## src/rtl/dirc_pkg.sv

```systemverilog
package dirc_pkg;

    typedef enum logic [1:0] {
        DS_UNC = 2'd0,
        DS_SHR = 2'd1,
        DS_EXC = 2'd2
    } dstate_e;

    typedef enum logic [1:0] {
        RQ_READ  = 2'd0,
        RQ_WRITE = 2'd1,
        RQ_WBACK = 2'd2
    } rqkind_e;

    typedef enum logic [2:0] {
        MK_INV      = 3'd0,
        MK_FETCH    = 3'd1,
        MK_FETCHINV = 3'd2,
        MK_DATA     = 3'd3
    } msgkind_e;

    typedef enum logic [2:0] {
        FS_IDLE  = 3'd0,
        FS_INVAL = 3'd1,
        FS_PULL  = 3'd2,
        FS_WAIT  = 3'd3,
        FS_REPLY = 3'd4
    } fsm_e;

endpackage

```

## src/rtl/dirc_first_set.sv

```systemverilog
module dirc_first_set #(
    parameter int N = 4,
    localparam int IW = (N > 1) ? $clog2(N) : 1
) (
    input  logic [N-1:0]  vec,
    output logic          found,
    output logic [IW-1:0] idx
);
    always_comb begin
        found = 1'b0;
        idx   = '0;
        for (int i = N - 1; i >= 0; i--) begin
            if (vec[i]) begin
                found = 1'b1;
                idx   = IW'(i);
            end
        end
    end
endmodule

```

## src/rtl/dirc_entry_store.sv

```systemverilog
module dirc_entry_store
    import dirc_pkg::*;
#(
    parameter int N_PROC = 4,
    parameter int N_BLK  = 8,
    localparam int BW = (N_BLK > 1) ? $clog2(N_BLK) : 1
) (
    input  logic              clk,
    input  logic              rst,
    input  logic [BW-1:0]     rd_blk,
    output dstate_e           rd_state,
    output logic [N_PROC-1:0] rd_sharers,
    input  logic              wr_en,
    input  logic [BW-1:0]     wr_blk,
    input  dstate_e           wr_state,
    input  logic [N_PROC-1:0] wr_sharers
);
    dstate_e           state_q [N_BLK];
    logic [N_PROC-1:0] pres_q  [N_BLK];

    always_ff @(posedge clk) begin
        if (rst) begin
            for (int b = 0; b < N_BLK; b++) begin
                state_q[b] <= DS_UNC;
                pres_q[b]  <= '0;
            end
        end else if (wr_en) begin
            state_q[wr_blk] <= wr_state;
            pres_q[wr_blk]  <= wr_sharers;
        end
    end

    assign rd_state   = state_q[rd_blk];
    assign rd_sharers = pres_q[rd_blk];

    AST_EXC_ONE_OWNER: assert property (@(posedge clk) disable iff (rst)
        wr_en && wr_state == DS_EXC |-> $countones(wr_sharers) == 1);
    AST_UNC_EMPTY: assert property (@(posedge clk) disable iff (rst)
        wr_en && wr_state == DS_UNC |-> wr_sharers == '0);
    AST_SHR_NONEMPTY: assert property (@(posedge clk) disable iff (rst)
        wr_en && wr_state == DS_SHR |-> wr_sharers != '0);
endmodule

```

## src/rtl/dirc_data_store.sv

```systemverilog
module dirc_data_store #(
    parameter int N_BLK  = 8,
    parameter int DATA_W = 16,
    localparam int BW = (N_BLK > 1) ? $clog2(N_BLK) : 1
) (
    input  logic              clk,
    input  logic              rst,
    input  logic [BW-1:0]     rd_blk,
    output logic [DATA_W-1:0] rd_data,
    input  logic              wr_en,
    input  logic [BW-1:0]     wr_blk,
    input  logic [DATA_W-1:0] wr_data
);
    logic [DATA_W-1:0] word_q [N_BLK];

    always_ff @(posedge clk) begin
        if (rst) begin
            for (int b = 0; b < N_BLK; b++) begin
                word_q[b] <= DATA_W'(b);
            end
        end else if (wr_en) begin
            word_q[wr_blk] <= wr_data;
        end
    end

    assign rd_data = word_q[rd_blk];
endmodule

```

## src/rtl/dir_home_ctrl.sv

```systemverilog
module dir_home_ctrl
    import dirc_pkg::*;
#(
    parameter int N_PROC = 4,
    parameter int N_BLK  = 8,
    parameter int DATA_W = 16,
    localparam int IW = (N_PROC > 1) ? $clog2(N_PROC) : 1,
    localparam int BW = (N_BLK > 1) ? $clog2(N_BLK) : 1
) (
    input  logic              clk,
    input  logic              rst,
    input  logic              req_valid,
    output logic              req_ready,
    input  logic [1:0]        req_kind,
    input  logic [IW-1:0]     req_src,
    input  logic [BW-1:0]     req_blk,
    input  logic [DATA_W-1:0] req_data,
    input  logic              resp_valid,
    input  logic [DATA_W-1:0] resp_data,
    output logic              msg_valid,
    output logic [2:0]        msg_kind,
    output logic [IW-1:0]     msg_dst,
    output logic [BW-1:0]     msg_blk,
    output logic [DATA_W-1:0] msg_data
);
    fsm_e              st, st_n;
    logic [IW-1:0]     cur_src;
    logic [BW-1:0]     cur_blk;
    logic [N_PROC-1:0] inv_mask, mask_n;
    logic              pull_inv, pull_inv_n;
    logic [IW-1:0]     owner, owner_n;
    logic              cap;

    dstate_e           ent_rst;
    logic [N_PROC-1:0] ent_rsh;
    logic              ent_we;
    logic [BW-1:0]     ent_wblk;
    dstate_e           ent_wst;
    logic [N_PROC-1:0] ent_wsh;

    logic [DATA_W-1:0] mem_rdata;
    logic              mem_we;
    logic [BW-1:0]     mem_wblk;
    logic [DATA_W-1:0] mem_wdata;

    logic              own_found, inv_found;
    logic [IW-1:0]     own_idx, inv_idx;
    logic [N_PROC-1:0] src_bit, cur_bit;
    rqkind_e           kind;
    msgkind_e          mk;

    assign kind    = rqkind_e'(req_kind);
    assign src_bit = N_PROC'(1) << req_src;
    assign cur_bit = N_PROC'(1) << cur_src;

    dirc_entry_store #(.N_PROC(N_PROC), .N_BLK(N_BLK)) u_dir (
        .clk(clk), .rst(rst),
        .rd_blk(req_blk), .rd_state(ent_rst), .rd_sharers(ent_rsh),
        .wr_en(ent_we), .wr_blk(ent_wblk), .wr_state(ent_wst), .wr_sharers(ent_wsh)
    );

    dirc_data_store #(.N_BLK(N_BLK), .DATA_W(DATA_W)) u_mem (
        .clk(clk), .rst(rst),
        .rd_blk(cur_blk), .rd_data(mem_rdata),
        .wr_en(mem_we), .wr_blk(mem_wblk), .wr_data(mem_wdata)
    );

    dirc_first_set #(.N(N_PROC)) u_own (.vec(ent_rsh),  .found(own_found), .idx(own_idx));
    dirc_first_set #(.N(N_PROC)) u_inv (.vec(inv_mask), .found(inv_found), .idx(inv_idx));

    always_comb begin
        st_n       = st;
        cap        = 1'b0;
        mask_n     = inv_mask;
        pull_inv_n = pull_inv;
        owner_n    = owner;
        ent_we     = 1'b0;
        ent_wblk   = req_blk;
        ent_wst    = DS_UNC;
        ent_wsh    = '0;
        mem_we     = 1'b0;
        mem_wblk   = req_blk;
        mem_wdata  = req_data;
        unique case (st)
            FS_IDLE: begin
                if (req_valid) begin
                    cap = 1'b1;
                    case (kind)
                        RQ_READ: begin
                            if (ent_rst == DS_EXC) begin
                                owner_n    = own_idx;
                                pull_inv_n = 1'b0;
                                st_n       = FS_PULL;
                            end else begin
                                ent_we  = 1'b1;
                                ent_wst = DS_SHR;
                                ent_wsh = (ent_rst == DS_SHR) ? (ent_rsh | src_bit) : src_bit;
                                st_n    = FS_REPLY;
                            end
                        end
                        RQ_WRITE: begin
                            if (ent_rst == DS_EXC) begin
                                owner_n    = own_idx;
                                pull_inv_n = 1'b1;
                                st_n       = FS_PULL;
                            end else begin
                                ent_we  = 1'b1;
                                ent_wst = DS_EXC;
                                ent_wsh = src_bit;
                                if (ent_rst == DS_SHR && (ent_rsh & ~src_bit) != '0) begin
                                    mask_n = ent_rsh & ~src_bit;
                                    st_n   = FS_INVAL;
                                end else begin
                                    st_n = FS_REPLY;
                                end
                            end
                        end
                        RQ_WBACK: begin
                            if (ent_rst == DS_EXC && ent_rsh == src_bit) begin
                                ent_we  = 1'b1;
                                ent_wst = DS_UNC;
                                ent_wsh = '0;
                                mem_we  = 1'b1;
                            end
                        end
                        default: ;
                    endcase
                end
            end
            FS_INVAL: begin
                mask_n = inv_mask & ~(N_PROC'(1) << inv_idx);
                if (mask_n == '0) st_n = FS_REPLY;
            end
            FS_PULL: st_n = FS_WAIT;
            FS_WAIT: begin
                if (resp_valid) begin
                    mem_we    = 1'b1;
                    mem_wblk  = cur_blk;
                    mem_wdata = resp_data;
                    ent_we    = 1'b1;
                    ent_wblk  = cur_blk;
                    if (pull_inv) begin
                        ent_wst = DS_EXC;
                        ent_wsh = cur_bit;
                    end else begin
                        ent_wst = DS_SHR;
                        ent_wsh = cur_bit | (N_PROC'(1) << owner);
                    end
                    st_n = FS_REPLY;
                end
            end
            FS_REPLY: st_n = FS_IDLE;
            default:  st_n = FS_IDLE;
        endcase
    end

    always_ff @(posedge clk) begin
        if (rst) begin
            st       <= FS_IDLE;
            cur_src  <= '0;
            cur_blk  <= '0;
            inv_mask <= '0;
            pull_inv <= 1'b0;
            owner    <= '0;
        end else begin
            st       <= st_n;
            inv_mask <= mask_n;
            pull_inv <= pull_inv_n;
            owner    <= owner_n;
            if (cap) begin
                cur_src <= req_src;
                cur_blk <= req_blk;
            end
        end
    end

    always_comb begin
        msg_valid = 1'b0;
        mk        = MK_INV;
        msg_dst   = '0;
        msg_data  = '0;
        case (st)
            FS_INVAL: begin
                msg_valid = 1'b1;
                mk        = MK_INV;
                msg_dst   = inv_idx;
            end
            FS_PULL: begin
                msg_valid = 1'b1;
                mk        = pull_inv ? MK_FETCHINV : MK_FETCH;
                msg_dst   = owner;
            end
            FS_REPLY: begin
                msg_valid = 1'b1;
                mk        = MK_DATA;
                msg_dst   = cur_src;
                msg_data  = mem_rdata;
            end
            default: ;
        endcase
    end

    assign msg_kind  = mk;
    assign msg_blk   = cur_blk;
    assign req_ready = (st == FS_IDLE);

    AST_REPLY_FREES: assert property (@(posedge clk) disable iff (rst)
        msg_valid && msg_kind == 3'd3 |=> req_ready);
    AST_KIND_LEGAL: assert property (@(posedge clk) disable iff (rst)
        msg_valid |-> msg_kind <= 3'd3);
    AST_NODATA_ZERO: assert property (@(posedge clk) disable iff (rst)
        msg_valid && msg_kind != 3'd3 |-> msg_data == '0);
    AST_INV_ASCENDING: assert property (@(posedge clk) disable iff (rst)
        msg_valid && msg_kind == 3'd0 && $past(msg_valid && msg_kind == 3'd0)
        |-> msg_dst > $past(msg_dst));
    AST_INV_NOT_SELF: assert property (@(posedge clk) disable iff (rst)
        msg_valid && msg_kind == 3'd0 |-> msg_dst != cur_src);
    AST_INVAL_HAS_TARGET: assert property (@(posedge clk) disable iff (rst)
        st == FS_INVAL |-> inv_found);
    AST_EXC_OWNER_KNOWN: assert property (@(posedge clk) disable iff (rst)
        st == FS_IDLE && req_valid && ent_rst == DS_EXC |-> own_found);
    AST_FETCH_THEN_WAIT: assert property (@(posedge clk) disable iff (rst)
        msg_valid && (msg_kind == 3'd1 || msg_kind == 3'd2) |=> !msg_valid && !req_ready);
    AST_MISS_BUSY: assert property (@(posedge clk) disable iff (rst)
        req_valid && req_ready && req_kind != 2'd2 && req_kind != 2'd3 |=> !req_ready);
endmodule

```

## config.mk

```make
export PLATFORM = sky130hd
export DESIGN_NAME = dir_home_ctrl
export DESIGN_NICKNAME = d
export VERILOG_FILES = /design/src/rtl/dirc_pkg.sv /design/src/rtl/dirc_first_set.sv /design/src/rtl/dirc_entry_store.sv /design/src/rtl/dirc_data_store.sv /design/src/rtl/dir_home_ctrl.sv
export SDC_FILE = /design/constraint.sdc
export NUM_CORES = 1
export LEC_CHECK = 0
export BUFFER_PORTS_ARGS = -buffer_cell sky130_fd_sc_hd__buf_2
export CORE_ASPECT_RATIO = 0.75
export CORE_MARGIN = 3
export CORE_UTILIZATION = 55
export DETAILED_ROUTE_END_ITERATION = 8
export PLACE_DENSITY = 0.8
export RECOVER_POWER = 25
export SETUP_SLACK_MARGIN = 0.2
export SLEW_MARGIN = 20
export SYNTH_ARGS = -nofsm -noshare
export SYNTH_HDL_FRONTEND = slang
export SYNTH_SLANG_ARGS = --single-unit
```

## constraint.sdc

```tcl
create_clock -name clk -period 7.3 [get_ports clk]
set_input_delay 1.46 -clock clk [delete_from_list [all_inputs] [get_ports clk]]
set_output_delay 1.46 -clock clk [all_outputs]
set_load 0.03 [all_outputs]
```

**After elaboration in Yosys (flattened, before gate mapping)**

Memories as Yosys holds them, arrays and structs flattened. A register that Yosys moved wholly into a read port is not among the register bits.
Index checks and enable logic that the tools add are counted.

- Register bits after elaboration: 15
- Latch bits: 0
- Memory bits (writable): 176
- Bits in read-only memories: 0
- Input port bits: 43
- Logic and storage cells: 132
- Memories: 3

- $add $sub $neg: 0
- $mul: 0
- Div/mod/pow operators: 0
- $lt $le $gt $ge: 0
- Equal/unequal tests: 18
- Shift operators: 4
- Mux-type cells: 78
- Bitwise logic cells: 6
- Reduce and logical (&&, ||, !) cells: 17

Memories:

| memory | depth | width | read ports | clocked after memory_dff | write ports | line | text |
|---|---|---|---|---|---|---|---|
| u_mem.word_q | 8 | 16 | 1 | 1 | 8 | dirc_data_store.sv:14 | `logic [DATA_W-1:0] word_q [N_BLK];` |
| u_dir.pres_q | 8 | 4 | 1 | 0 | 8 | dirc_entry_store.sv:19 | `logic [N_PROC-1:0] pres_q [N_BLK];` |
| u_dir.state_q | 8 | 2 | 1 | 0 | 8 | dirc_entry_store.sv:18 | `dstate_e state_q [N_BLK];` |

Operators by type and width:

| cell | count |
|---|---|
| $mux W16 | 4 |
| $mux W4 | 11 |
| $mux W3 | 13 |
| $mux W2 | 14 |
| $pmux W4 S2 | 3 |
| $mux W1 | 23 |
| $reduce_or A16 Y1 | 1 |
| $shl A1 B2 Y4 const A | 4 |
| $ne A2 B2 Y1 const B | 6 |
| $pmux W2 S2 | 3 |
| $pmux W3 S4 | 1 |
| $reduce_and A5 Y1 | 2 |
| $and A4 B4 Y4 | 2 |
| $not A4 Y4 | 2 |
| $or A4 B4 Y4 | 2 |
| $pmux W1 S2 | 4 |
| $reduce_and A4 Y1 | 2 |
| $eq A3 B2 Y1 const B | 2 |
| $pmux W2 S3 | 1 |
| $pmux W3 S2 | 1 |
| $eq A2 B1 Y1 const B | 2 |
| $eq A2 B2 Y1 const B | 2 |
| $eq A4 B4 Y1 | 1 |
| $logic_not A4 Y1 | 1 |
| other kinds (12) | 16 |

**Longest topological paths before layout**

- Word-level depth: 12
- Mapped depth: 13

**Modules after synthesis**

A second synthesis with hierarchy kept.

- Cell total of the unflattened synthesis: 716
- Area total of the unflattened synthesis: 9,658.0 µm²

By module, submodules not included:

| module | instances | cells an instance | area each (µm²) | sequential area each (µm²) |
|---|---|---|---|---|
| dirc_data_store | 1 | 372 | 5,876.9 | 3,843.7 |
| dirc_entry_store | 1 | 147 | 2,245.9 | 1,441.4 |
| dir_home_ctrl | 1 | 183 | 1,465.2 | 300.3 |
| dirc_first_set | 2 | 7 | 35.0 | 0.0 |

**Least setup slack after synthesis**

OpenSTA, ideal clock, no wires.

- Path type: input port to flip-flop
- From: input port req_blk[1]
- To: memory u_mem.word_q[1][0], enable pin
- Setup time: 0.411 ns
- Arrival time: 5.211 ns
- Required time: 6.889 ns
- Slack: 1.678 ns
- Cell stages on the path: 11
- Cell sequence: clkbuf_1 buf_1 mux4_2 mux2_2 inv_1 ha_1 nor4_1 nand4b_1 o31ai_2 nand2_1 o21ai_0

RTL lines:

| element | line | text |
|---|---|---|
| from (decl) | dir_home_ctrl.sv:16 | `input logic [BW-1:0] req_blk,` |
| to (decl) | dirc_data_store.sv:14 |  |

==> flow_summary.toml <==
[outcome]
run_status = "finished with violations"
violations_in_the_final_reports = "capacitance limit, slew limit"

[global_route]
grt_antenna_before_repair = 0
grt_busiest_layer = "met1"
grt_max_degree = 33
globalRouteOverflowTotal = 0
grt_pass1_vias = 6556
gr-usage-met1_pct = 37.83
global_route_usage_sum_pct = 25.66
global_routing_met3_resource_utilization_pct = 7.787
met2_resource_use_gr_pct = 36.93
grt_pass1_wl_mm = 36.39

[critical_path]
critPathCaptureType = "flop"
cp_cell_sequence = "clkbuf_1 -> mux4_2 -> mux2_1 -> inv_1 -> ha_1 -> nor4_1 -> nand4b_1 -> o31ai_2 -> nand2_1 -> nand2_1"
worstSetupPathDepth = 10
cpLargestDelayFamily = "simple AND/OR/NAND/NOR gates"
worstPathMaxFanout = 21
cp_num_buf_inv = 2
critical-path-slowest-cell = "sky130_fd_sc_hd__clkbuf_1"
worst_ep_required_time_ps = 7370
cp-start-kind = "primary input"
worst_path_max_stage_delay_ps = 950
cell_repeated_most_along_the_worst_path = "sky130_fd_sc_hd__nand2_1"
setup_cp_type = "in2reg"
worst_ep_arrival_time_ps = 6000
r2r_cells = 5

[placement]
postPlaceCellArea_um2 = 9958
detailed_place_hpwl_mm = 15.96
io_buffers = 67
place_congestion = 0.8761

[clock_network]
maximum_number_of_buffers_from_clock_root_to_sink = 2
tritoncts = "yes"
clock_latency_ps = 440
htree_num_levels = 4
postCtsHoldBufs = 0
cts_root_buffer = "sky130_fd_sc_hd__clkbuf_16"
cts_resized = 0
postCtsSetupBuffers = 0
cts.sink_count = 194
clk_transition_reported_paths_ps = 80
cts_inserted_buffers = 17

[synth]
ys_ff_latch = 194
synth_top_cells_by_area = "sky130_fd_sc_hd__edfxtp_1 56%, sky130_fd_sc_hd__mux4_2 9.9%, sky130_fd_sc_hd__nor2_1 6.7%"
yosysMostFrequentCell = "sky130_fd_sc_hd__edfxtp_1"
synth_top_area_share_pct = 55.56
average_instance_area_after_synthesis_um2 = 12.47
post_synth_instance_area_um2 = 9512
yosysUniqueCellTypes = 57
ys_warn_count = 0
synth.net_count = 814
synth_largest_area_cell = "sky130_fd_sc_hd__edfxtp_1"
postSynth.topFlopCell = "sky130_fd_sc_hd__edfxtp_1"
synth_edf_count = 176
ys_top_cells_by_count = "176 x sky130_fd_sc_hd__edfxtp_1, 170 x sky130_fd_sc_hd__nor2_1, 50 x sky130_fd_sc_hd__nand2_1"
synthesis.instances = 763
synth-seq-area-share_pct = 59.35
fraction_of_synthesis_flops_using_an_asynchronous_set_or_reset_pin_pct = 0

[route]
detail_route.first_pass.iterations = 5
routed_wire_length_per_instance_um = 22.83
drt.antenna.violating_nets = 0
route.detailed.drc = 0
num_vias = 6790
count_of_routing_violations_after_the_opening_detailed_route_iteration = 934
routed_via_density = 6.599
routed_wirelength_mm = 23.49

[floorplanning]
floorplan.rows = 40
number_of_top_level_design_ports = 69
initial_standard_cell_utilization_of_the_core_pct = 57.77
floorplan.core_area_um2 = 16470
die-height_um = 119.9
design.die.area_um2 = 18920
floorplan.die.width_um = 157.9

[power_and_ir_drop]
total_power_uw = 2534
power_per_cell_area_nw_per_um2 = 241.1
power_leakage_uw = 0.003491
ir_worst_vdd_mv = 0.1650

[timing]
fin_worst_skew_ps = 15.17
drv_slew = 43
timing_worst_slew_pin_value_ps = 2742
setup_repair_after_global_routing_missed_its_margin = "no"
fin_tns_setup_ps = 0
finalSetupViolCount = 0
finalCritPeriodShare_pct = 81.33
fmax_ghz = 0.1684
worst_slew_margin_rel_pct = -82.83
final-hold-violation-count = 0
fin_crit_ps = 5937

[worst_hold_path]
worst_hold_path.num_cells = 2
hp-class = "reg2reg"

[finish]
ratio_of_cells_with_drive_above_1_in_the_final_layout_pct = 16.36
final_stage_net_count = 857
antenna-diode-count = 0
synthToLayoutAreaGrowth_pct = 10.52
n_fill_cell = 1152
finalInstanceArea_um2 = 10510

[run]
max_cap_viol_count = 2
metrics by stage:
stage / instances / hold WS [ps] / setup slack, ps / utilization (%)
after floorplan: 763 / 462.4 / 1678 / -
after global placement: 997 / 481.9 / 1770 / 60.48
after global routing: 1029 / 536.3 / 1091 / 63.85
final: 1029 / 499.7 / 1363 / 63.85
after CTS: 1029 / 496.7 / 2058 / 64.18
after detailed placement: 997 / 485.4 / 1632 / 60.48
cell type report:
cell class	count	area, um^2	area share [%]
timing repair buffer	78	381.6	3.630
multi-input combinational	503	3567	33.93
clock inverter	15	183.9	1.750
sequential	194	5647	53.71
inverter	12	45.04	0.4285
clock buffer	17	425.4	4.047
tap	210	262.8	2.499
worst register-to-register path, stage by stage (launching register included):
cell and delay [ps]:
sky130_fd_sc_hd__dfxtp_1 480, sky130_fd_sc_hd__nor4b_1 1410, sky130_fd_sc_hd__nand4b_1 380, sky130_fd_sc_hd__o31ai_2 540, sky130_fd_sc_hd__nand2_1 500, sky130_fd_sc_hd__nand2_1 710
cell usage in the layout (no fill, tap or decap), types with 5 or more instances in the layout:
| cell | netlist | layout |
|---|---|---|
| sky130_fd_sc_hd__nand3_1 | 13 | 13 |
| sky130_fd_sc_hd__clkbuf_1 | 28 | 27 |
| sky130_fd_sc_hd__mux2i_1 | 39 | 39 |
| sky130_fd_sc_hd__dfxtp_1 | 18 | 17 |
| sky130_fd_sc_hd__o21ai_0 | 13 | 7 |
| sky130_fd_sc_hd__edfxtp_1 | 176 | 176 |
| sky130_fd_sc_hd__nand2b_1 | 22 | 22 |
| sky130_fd_sc_hd__nor3_1 | 8 | 8 |
| sky130_fd_sc_hd__or4_1 | 5 | 5 |
| sky130_fd_sc_hd__buf_2 | 11 | 41 |
| sky130_fd_sc_hd__or2_1 | 5 | 5 |
| sky130_fd_sc_hd__nand4_1 | 5 | 5 |
| sky130_fd_sc_hd__o32a_1 | 5 | 5 |
| sky130_fd_sc_hd__clkinv_8 | 0 | 5 |
| sky130_fd_sc_hd__mux4_2 | 42 | 42 |
| sky130_fd_sc_hd__a21oi_1 | 49 | 49 |
| sky130_fd_sc_hd__ha_1 | 8 | 8 |
| sky130_fd_sc_hd__o21ai_1 | 1 | 7 |
| sky130_fd_sc_hd__clkbuf_16 | 0 | 17 |
| sky130_fd_sc_hd__nand2_1 | 50 | 50 |
| sky130_fd_sc_hd__nor3b_1 | 7 | 7 |
| sky130_fd_sc_hd__inv_1 | 12 | 12 |
| sky130_fd_sc_hd__nor2_1 | 170 | 170 |
| sky130_fd_sc_hd__nand3b_1 | 7 | 7 |
| sky130_fd_sc_hd__buf_4 | 1 | 10 |
kinds of logic (layout without fill, tap and decap cells):
family / Yosys count / after routing / share of synthesized area (%)
flops: 194 / 194 / 59.35
simple gates: 311 / 311 / 15.02
mux: 90 / 90 / 15.59
xor+xnor: 1 / 1 / 0.09210
buf+inv: 66 / 122 / 2.947
fa+ha+maj: 9 / 9 / 1.158
compound gates: 91 / 91 / 5.801
other cells: 1 / 1 / 0.03943
path summary, 6_finish.rpt:
check        startpoint                  end  slack [ps]
max          req_blk[0]  u_mem.word_q[4][12]        1360
min          cur_src[1]           cur_src[1]         500
max reg2reg       st[2]  u_mem.word_q[4][12]        2910
min reg2reg  cur_src[1]           cur_src[1]         500
routing by layer:
layer	share of wire, %	vias to the layer above
li1	-	2919
met1	40	3293
met2	44	539
met3	15	39
met4	1.9	0
met5	0	-
sequential cells by signal, summed over array words and instances, names as in the netlist, named ones only:
signal         cells
cur_src            2
msg_blk            3
inv_mask           4
st                 3
u_dir.pres_q      32
u_dir.state_q     16
u_mem.word_q     128
owner              2
pull_inv           1
report_power, final:
part | internal, uW | switching [uW]
registers | 1250 | 29.9
logic | 106 | 213
clock network | 467 | 472
total | 1820 | 715
(Power assumes the default switching activity.)
